--- config.mk ---
export PLATFORM = sky130hd
export DESIGN_NAME = sig_cmp_array
export DESIGN_NICKNAME = d
export VERILOG_FILES = /design/src/rtl/sca_pkg.sv /design/src/rtl/sca_ctrl.sv /design/src/rtl/sca_popcount.sv /design/src/rtl/sca_pe.sv /design/src/rtl/sca_datapath.sv /design/src/rtl/sig_cmp_array.sv
export SDC_FILE = /design/constraint.sdc
export NUM_CORES = 1
export LEC_CHECK = 0
export CAP_MARGIN = 10
export CORE_ASPECT_RATIO = 1.4
export CORE_UTILIZATION = 60
export CTS_BUF_LIST = sky130_fd_sc_hd__clkbuf_4
export DETAILED_ROUTE_END_ITERATION = 8
export PLACE_DENSITY = 0.83
export REMOVE_ABC_BUFFERS = 1
export SYNTH_ARGS = -nofsm -noshare
export SYNTH_HDL_FRONTEND = slang
export SYNTH_SLANG_ARGS = --single-unit
export TNS_END_PERCENT = 1
--- constraint.sdc ---
create_clock -name clk -period 5.2 [get_ports clk]
set_clock_uncertainty 0.1 [all_clocks]
set_input_delay 0.78 -clock clk [delete_from_list [all_inputs] [get_ports clk]]
set_output_delay 0.78 -clock clk [all_outputs]
set_load 0.05 [all_outputs]
--- src/rtl/sca_pkg.sv ---
package sca_pkg;
  // strobes from control into the PE chain
  typedef struct packed {
    logic adv;       // whole array advances this edge
    logic statLoad;  // reference signatures shift this edge
    logic dynLoad;   // database slot at the head is occupied
  } sca_strb_t;
endpackage

--- src/rtl/sca_ctrl.sv ---
module sca_ctrl
  import sca_pkg::*;
#(
  parameter int SIG_W  = 32,
  parameter int DIST_W = 10
) (
  input  logic              clk,
  input  logic              rstN,
  input  logic              enable,
  input  logic              statShift,
  input  logic              dynValid,
  input  logic              thrWe,
  input  logic [DIST_W-1:0] thrData,
  output sca_strb_t         strb,
  output logic [DIST_W-1:0] thrQ
);
  localparam logic [DIST_W-1:0] ThrReset = DIST_W'(SIG_W);

  always_comb begin
    strb.adv      = enable;
    strb.statLoad = enable & statShift;
    strb.dynLoad  = dynValid;
  end

  always_ff @(posedge clk or negedge rstN) begin
    if (!rstN) begin
      thrQ <= ThrReset;
    end else if (thrWe) begin
      thrQ <= thrData;
    end
  end

  // threshold only moves on a write strobe
  a_r6_thr_hold: assert property (@(posedge clk) disable iff (!rstN)
    !thrWe |=> $stable(thrQ));

  // no shift of reference data while frozen
  a_r7_no_load_frozen: assert property (@(posedge clk) disable iff (!rstN)
    !enable |-> !strb.statLoad);
endmodule

--- src/rtl/sca_popcount.sv ---
module sca_popcount #(
  parameter int SIG_W  = 32,
  parameter int DIST_W = 10,
  parameter int LAT    = 2
) (
  input  logic              clk,
  input  logic              rstN,
  input  logic              adv,
  input  logic [SIG_W-1:0]  vecIn,
  output logic [DIST_W-1:0] cntOut
);
  localparam int NCH  = (SIG_W + 7) / 8;
  localparam int PADW = NCH * 8;

  logic [PADW-1:0]   padded;
  logic [3:0]        chunkNext [NCH];
  logic [3:0]        chunkCnt  [NCH];
  logic [DIST_W-1:0] sumNext;
  logic [DIST_W-1:0] dly [LAT-1];

  assign padded = PADW'(vecIn);

  // stage 1: count each byte
  always_comb begin
    for (int c = 0; c < NCH; c++) begin
      chunkNext[c] = '0;
      for (int b = 0; b < 8; b++) begin
        chunkNext[c] = chunkNext[c] + 4'(padded[c*8+b]);
      end
    end
  end

  always_ff @(posedge clk or negedge rstN) begin
    if (!rstN) begin
      for (int c = 0; c < NCH; c++) chunkCnt[c] <= '0;
    end else if (adv) begin
      for (int c = 0; c < NCH; c++) chunkCnt[c] <= chunkNext[c];
    end
  end

  // stage 2: add the byte counts
  always_comb begin
    sumNext = '0;
    for (int c = 0; c < NCH; c++) begin
      sumNext = sumNext + DIST_W'(chunkCnt[c]);
    end
  end

  // stage 2 register plus balancing delay up to LAT
  always_ff @(posedge clk or negedge rstN) begin
    if (!rstN) begin
      for (int i = 0; i < LAT-1; i++) dly[i] <= '0;
    end else if (adv) begin
      dly[0] <= sumNext;
      for (int i = 1; i < LAT-1; i++) dly[i] <= dly[i-1];
    end
  end

  assign cntOut = dly[LAT-2];

  // a count never exceeds the signature width
  a_r3_cnt_range: assert property (@(posedge clk) disable iff (!rstN)
    cntOut <= DIST_W'(SIG_W));
endmodule

--- src/rtl/sca_pe.sv ---
module sca_pe
  import sca_pkg::*;
#(
  parameter int SIG_W   = 32,
  parameter int IDX_W   = 27,
  parameter int DIST_W  = 10,
  parameter int POP_LAT = 2,
  localparam int RES_W  = DIST_W + 2*IDX_W
) (
  input  logic              clk,
  input  logic              rstN,
  input  sca_strb_t         strb,
  input  logic [DIST_W-1:0] thrQ,
  input  logic [SIG_W-1:0]  statSigIn,
  input  logic [IDX_W-1:0]  statIdxIn,
  input  logic              dynVIn,
  input  logic [SIG_W-1:0]  dynSigIn,
  input  logic [IDX_W-1:0]  dynIdxIn,
  output logic [SIG_W-1:0]  statSigOut,
  output logic [IDX_W-1:0]  statIdxOut,
  output logic              dynVOut,
  output logic [SIG_W-1:0]  dynSigOut,
  output logic [IDX_W-1:0]  dynIdxOut,
  output logic              resValid,
  output logic [RES_W-1:0]  resWord
);
  logic [SIG_W-1:0]  statSig, dynSig;
  logic [IDX_W-1:0]  statIdx, dynIdx;
  logic              dynV;
  logic              vPipe [POP_LAT];
  logic [IDX_W-1:0]  sIdxPipe [POP_LAT];
  logic [IDX_W-1:0]  dIdxPipe [POP_LAT];
  logic [DIST_W-1:0] popCnt;
  logic              keep;

  // reference register
  always_ff @(posedge clk or negedge rstN) begin
    if (!rstN) begin
      statSig <= '0;
      statIdx <= '0;
    end else if (strb.statLoad) begin
      statSig <= statSigIn;
      statIdx <= statIdxIn;
    end
  end

  // database slot register
  always_ff @(posedge clk or negedge rstN) begin
    if (!rstN) begin
      dynV   <= 1'b0;
      dynSig <= '0;
      dynIdx <= '0;
    end else if (strb.adv) begin
      dynV   <= dynVIn;
      dynSig <= dynSigIn;
      dynIdx <= dynIdxIn;
    end
  end

  sca_popcount #(
    .SIG_W (SIG_W),
    .DIST_W(DIST_W),
    .LAT   (POP_LAT)
  ) u_pop (
    .clk   (clk),
    .rstN  (rstN),
    .adv   (strb.adv),
    .vecIn (dynSig ^ statSig),
    .cntOut(popCnt)
  );

  // side pipeline: valid and indices ride with the count
  always_ff @(posedge clk or negedge rstN) begin
    if (!rstN) begin
      for (int i = 0; i < POP_LAT; i++) begin
        vPipe[i]    <= 1'b0;
        sIdxPipe[i] <= '0;
        dIdxPipe[i] <= '0;
      end
    end else if (strb.adv) begin
      vPipe[0]    <= dynV;
      sIdxPipe[0] <= statIdx;
      dIdxPipe[0] <= dynIdx;
      for (int i = 1; i < POP_LAT; i++) begin
        vPipe[i]    <= vPipe[i-1];
        sIdxPipe[i] <= sIdxPipe[i-1];
        dIdxPipe[i] <= dIdxPipe[i-1];
      end
    end
  end

  assign keep = vPipe[POP_LAT-1] && (popCnt <= thrQ);

  // threshold stage
  always_ff @(posedge clk or negedge rstN) begin
    if (!rstN) begin
      resValid <= 1'b0;
      resWord  <= '0;
    end else if (strb.adv) begin
      resValid <= keep;
      resWord  <= {popCnt, sIdxPipe[POP_LAT-1], dIdxPipe[POP_LAT-1]};
    end
  end

  assign statSigOut = statSig;
  assign statIdxOut = statIdx;
  assign dynVOut    = dynV;
  assign dynSigOut  = dynSig;
  assign dynIdxOut  = dynIdx;

  // frozen array keeps every output and stored value
  a_r7_freeze: assert property (@(posedge clk) disable iff (!rstN)
    !strb.adv |=> $stable(resValid) && $stable(resWord) && $stable(dynSig)
                  && $stable(statSig) && $stable(dynV));

  // a kept result respects the threshold in force when it was judged
  a_r5_thr_filter: assert property (@(posedge clk) disable iff (!rstN)
    resValid && $past(strb.adv) |-> resWord[RES_W-1 -: DIST_W] <= $past(thrQ));

  // no result without a valid slot behind it
  a_r8_no_phantom: assert property (@(posedge clk) disable iff (!rstN)
    $rose(resValid) |-> $past(vPipe[POP_LAT-1]));
endmodule

--- src/rtl/sca_datapath.sv ---
module sca_datapath
  import sca_pkg::*;
#(
  parameter int NUM_PE  = 4,
  parameter int SIG_W   = 32,
  parameter int IDX_W   = 27,
  parameter int DIST_W  = 10,
  parameter int POP_LAT = 2,
  localparam int RES_W  = DIST_W + 2*IDX_W
) (
  input  logic                    clk,
  input  logic                    rstN,
  input  sca_strb_t               strb,
  input  logic [DIST_W-1:0]       thrQ,
  input  logic [SIG_W-1:0]        statSigIn,
  input  logic [IDX_W-1:0]        statIdxIn,
  input  logic [SIG_W-1:0]        dynSigIn,
  input  logic [IDX_W-1:0]        dynIdxIn,
  output logic [NUM_PE-1:0]       resValid,
  output logic [NUM_PE*RES_W-1:0] resWord
);
  logic [SIG_W-1:0] statSigL [NUM_PE+1];
  logic [IDX_W-1:0] statIdxL [NUM_PE+1];
  logic             dynVL    [NUM_PE+1];
  logic [SIG_W-1:0] dynSigL  [NUM_PE+1];
  logic [IDX_W-1:0] dynIdxL  [NUM_PE+1];

  assign statSigL[0] = statSigIn;
  assign statIdxL[0] = statIdxIn;
  assign dynVL[0]    = strb.dynLoad;
  assign dynSigL[0]  = dynSigIn;
  assign dynIdxL[0]  = dynIdxIn;

  for (genvar k = 0; k < NUM_PE; k++) begin : g_pe
    sca_pe #(
      .SIG_W  (SIG_W),
      .IDX_W  (IDX_W),
      .DIST_W (DIST_W),
      .POP_LAT(POP_LAT)
    ) u_pe (
      .clk       (clk),
      .rstN      (rstN),
      .strb      (strb),
      .thrQ      (thrQ),
      .statSigIn (statSigL[k]),
      .statIdxIn (statIdxL[k]),
      .dynVIn    (dynVL[k]),
      .dynSigIn  (dynSigL[k]),
      .dynIdxIn  (dynIdxL[k]),
      .statSigOut(statSigL[k+1]),
      .statIdxOut(statIdxL[k+1]),
      .dynVOut   (dynVL[k+1]),
      .dynSigOut (dynSigL[k+1]),
      .dynIdxOut (dynIdxL[k+1]),
      .resValid  (resValid[k]),
      .resWord   (resWord[k*RES_W +: RES_W])
    );

    // reference data steps one PE per shift strobe
    a_r1_stat_shift: assert property (@(posedge clk) disable iff (!rstN)
      strb.statLoad |=> statSigL[k+1] == $past(statSigL[k])
                        && statIdxL[k+1] == $past(statIdxL[k]));

    // database slot steps one PE per enabled edge
    a_r2_dyn_step: assert property (@(posedge clk) disable iff (!rstN)
      strb.adv |=> dynVL[k+1] == $past(dynVL[k])
                   && dynIdxL[k+1] == $past(dynIdxL[k]));
  end
endmodule

--- src/rtl/sig_cmp_array.sv ---
module sig_cmp_array
  import sca_pkg::*;
#(
  parameter int NUM_PE  = 4,
  parameter int SIG_W   = 32,
  parameter int IDX_W   = 27,
  parameter int DIST_W  = 10,
  parameter int POP_LAT = 2,
  localparam int RES_W  = DIST_W + 2*IDX_W
) (
  input  logic                    clk,
  input  logic                    rstN,
  input  logic                    enable,
  input  logic                    statShift,
  input  logic [SIG_W-1:0]        statSigIn,
  input  logic [IDX_W-1:0]        statIdxIn,
  input  logic                    dynValid,
  input  logic [SIG_W-1:0]        dynSigIn,
  input  logic [IDX_W-1:0]        dynIdxIn,
  input  logic                    thrWe,
  input  logic [DIST_W-1:0]       thrData,
  output logic [NUM_PE-1:0]       resValid,
  output logic [NUM_PE*RES_W-1:0] resWord
);
  sca_strb_t         strb;
  logic [DIST_W-1:0] thrQ;

  initial begin
    a_cfg_dist_w: assert (DIST_W >= $clog2(SIG_W + 1));
    a_cfg_pop_lat: assert (POP_LAT >= 2);
  end

  sca_ctrl #(
    .SIG_W (SIG_W),
    .DIST_W(DIST_W)
  ) u_ctrl (
    .clk      (clk),
    .rstN     (rstN),
    .enable   (enable),
    .statShift(statShift),
    .dynValid (dynValid),
    .thrWe    (thrWe),
    .thrData  (thrData),
    .strb     (strb),
    .thrQ     (thrQ)
  );

  sca_datapath #(
    .NUM_PE (NUM_PE),
    .SIG_W  (SIG_W),
    .IDX_W  (IDX_W),
    .DIST_W (DIST_W),
    .POP_LAT(POP_LAT)
  ) u_dp (
    .clk      (clk),
    .rstN     (rstN),
    .strb     (strb),
    .thrQ     (thrQ),
    .statSigIn(statSigIn),
    .statIdxIn(statIdxIn),
    .dynSigIn (dynSigIn),
    .dynIdxIn (dynIdxIn),
    .resValid (resValid),
    .resWord  (resWord)
  );
endmodule

==> results.cfg <==
[finish]
area_delta_synth_final_pct = 16.86
final_net_count = 3647
final_cell_mix = dfrtp_1 (1008), mux2_2 (902), clkdlybuf4s50_1 (375)
finish.utilization_pct = 70.86
drive_gt1_share_pct = 38.09
final_common_cell = dfrtp_1
final_cells = 4441

[grt]
overflow = 0
met2_usage_pct = 40.34
grt_util_all_layers_pct = 23.63
grt_max_degree = 183
grt_pass1_vias = 26413
grt_pass1_wl_um = 137400
antenna_found_initial = 8
top_usage_layer = met2
gr-usage-met3_pct = 6.660
met1_usage_pct = 27.49

[sta]
drv_slew = 0
relSlewSlack_pct = 26.65
worst_pin_slew_ns = 1.100
layout_min_cycle_time_ns = 3.423
hold_violations = 0
tns_ns = 0
max_freq_mhz = 292.2
hold-worst-slack_ns = 0.1603
post-route-period-util_pct = 65.82
setup_viol = 0
rsz0062_at_grt = no

[yosys]
synth_cell_type_count = 37
netlist_instances = 2831
synth_seq_cells = 1009
ys_warn_count = 0
ys_seq_area_share_pct = 58.32
syn_avg_cell_area_sq_um = 15.29
synth_area_sq_um = 43300

[floorplan]
core_sq_um = 71410
start_util_pct = 60.63
die_h_um = 319.9
io_pins = 394
die_area_sq_um = 73260
die_x_um = 229.0
num_rows = 116

[routing]
drtPass1Iterations = 5
drc = 0
num_vias = 23689
wirelength_um = 83470
drt_iter0_markers = 1009
ant_nets = 0
avgViaCountPerCell = 5.334
avgRoutedWirePerCell_um = 18.80

[critical_path]
cp-start-kind = flip-flop
critical_path_arrival_ns = 4.26
endpoint_kind = flip-flop
path_class = reg -> reg
crit_fanout = 3
r2r_cells = 9
cp.required_ns = 6.03

[placed_design]
place_hpwl_um = 57170
io_buffers = 377
gp_congestion = 0.8651
placed_cells = 4032

[hold_path]
hold_class = in -> reg
holdPathStages = 2

[power_and_ir_drop]
power.total_mw = 32.94
p_leak_nw = 22.71
power_per_cell_area_nw_per_um2 = 651.1
peakVddDrop_v = 0.0003885

[clock_network]
htreeDepth = 4
cts_made_buffers = 230
clockBufferDepth = 3
cts_root_buf = clkbuf_4
clkLatencyLatePin_ns = 1.07
path_clk_slew_ns = 0.08
clock_sinks = 1009
cts_resized = 0
cts_tree = built

[outcome]
status = completed

[job]
cap_viol_max_count = 0
-- sequential cells by signal (all words and copies together) (netlist names) --
register / cells
u_dp.g_pe.u_pe.sIdxPipe: 216
u_dp.g_pe.u_pe.resWord: 162
u_dp.g_pe.u_pe.dIdxPipe: 132
u_dp.g_pe.u_pe.dynSigOut: 128
u_dp.g_pe.u_pe.statSigOut: 128
u_dp.g_pe.u_pe.statIdxOut: 108
u_dp.g_pe.u_pe.u_pop.chunkCnt: 64
u_dp.g_pe.u_pe.dynIdxOut: 27
u_dp.g_pe.u_pe.u_pop.cntOut: 24
u_ctrl.thrQ: 10
u_dp.g_pe.u_pe.vPipe: 5
u_dp.g_pe.u_pe.resValid: 4
u_dp.g_pe.u_pe.dynVOut: 1
-- metal layers --
| layer | share of wire (%) | wire [um] | vias up |
|---|---|---|---|
| met3 | 5.4 | 4480 | 169 |
| met2 | 52 | 43700 | 536 |
| met4 | 3.3 | 2756 | 12 |
| met5 | 0.095 | 79 | - |
| li1 | - | - | 10809 |
| met1 | 39 | 32450 | 12163 |
-- critical path: stages (launching register included) --
cell and delay, ns:
dfrtp_1 0.42, xor2_1 0.18, ha_1 0.28, inv_1 0.06, fa_1 0.50, fa_1 0.52
fa_1 0.47, fa_1 0.39, xnor2_1 0.13, mux2_2 0.25
-- through the flow --
stage	cell area, sq um	setup WS [ns]
floorplan	42340	-2.009
finish	50600	1.777
global placement	47680	1.839
detailed placement	47680	1.808
CTS	50590	1.775
global route	50600	1.648
-- cell type report --
class | count | area (sq um)
sequential | 1009 | 25250
fill | 4782 | 20810
multi-input combinational | 1517 | 16520
timing repair buffer | 409 | 4164
clock buffer | 334 | 2507
tap | 944 | 1181
inverter | 154 | 578.1
clock inverter | 71 | 390.4
antenna | 3 | 7.507
-- path summary, 6_finish.rpt --
| kind | endpoint | slack, ns | startpoint |
|---|---|---|---|
| worst max register to register | u_dp.g_pe[2].u_pe.u_pop.chunkCnt[10] | 1.78 | u_dp.g_pe[2].u_pe.statSigOut[9] |
| worst min-delay path | u_dp.g_pe[3].u_pe.resWord[0] | 0.16 | enable |
| worst max-delay path | u_dp.g_pe[2].u_pe.u_pop.chunkCnt[10] | 1.78 | u_dp.g_pe[2].u_pe.statSigOut[9] |
| worst min register to register | u_dp.g_pe[3].u_pe.resWord[54] | 0.36 | u_dp.g_pe[3].u_pe.u_pop.cntOut[0] |
| max in group asynchronous | u_dp.g_pe[2].u_pe.resWord[35] | 3.33 | rstN |
| min in group asynchronous | u_dp.g_pe[3].u_pe.dIdxPipe[3] | 0.29 | rstN |
-- logic make-up after synthesis --
group	count (synthesis)	share of synthesized area (%)
AO/OA/AOI/OAI	113	1.621
XOR/XNOR	156	3.156
adder cells (fa/ha/maj)	192	7.074
buffers and inverters	320	3.676
flip-flops	1009	58.32
multiplexers	958	25.22
other	1	0.008661
AND/OR/NAND/NOR	82	0.9305
-- power by group --
| group | internal, mW | switching (mW) | total (mW) |
|---|---|---|---|
| Combinational | 6.68 | 8.17 | 14.9 |
| Sequential | 10.4 | 1.60 | 12.0 |
| Clock | 3.09 | 3.02 | 6.11 |
-- synth_stat cells (all sizes together) --
master | count | area (sq um)
a211oi | 4 | 30.03
a21o | 7 | 52.55
a21oi | 29 | 145.1
a311oi | 4 | 35.03
a31oi | 3 | 18.77
and4 | 4 | 35.03
buf | 161 | 994.7
clkbuf | 5 | 18.77
conb | 1 | 3.750
dfrtp | 1008 | 25220
dfstp | 1 | 26.28
fa | 88 | 1762
ha | 104 | 1301
inv | 154 | 578.1
mux2 | 942 | 10760
mux2i | 16 | 160.2
nand2 | 45 | 168.9
nand2b | 3 | 18.77
nand4 | 4 | 25.02
nor2 | 7 | 26.28
nor2b | 10 | 62.56
o2111ai | 4 | 35.03
o21a | 4 | 30.03
o21ai | 34 | 170.2
o21bai | 4 | 30.03
o22ai | 8 | 50.05
o2bb2ai | 8 | 70.07
o32ai | 4 | 35.03
or3 | 4 | 25.02
or4 | 5 | 41.29
xnor2 | 57 | 499.2
xor2 | 99 | 867.1
-- repair_timing --
| item | 4_1_cts | 5_1_grt |
|---|---|---|
| hold buffers | 1 | 0 |
| hold endpoints to repair | 93 | 0 |
| buffers inserted | 0 | 0 |
No activity file was read; power rests on OpenSTA's default activity.
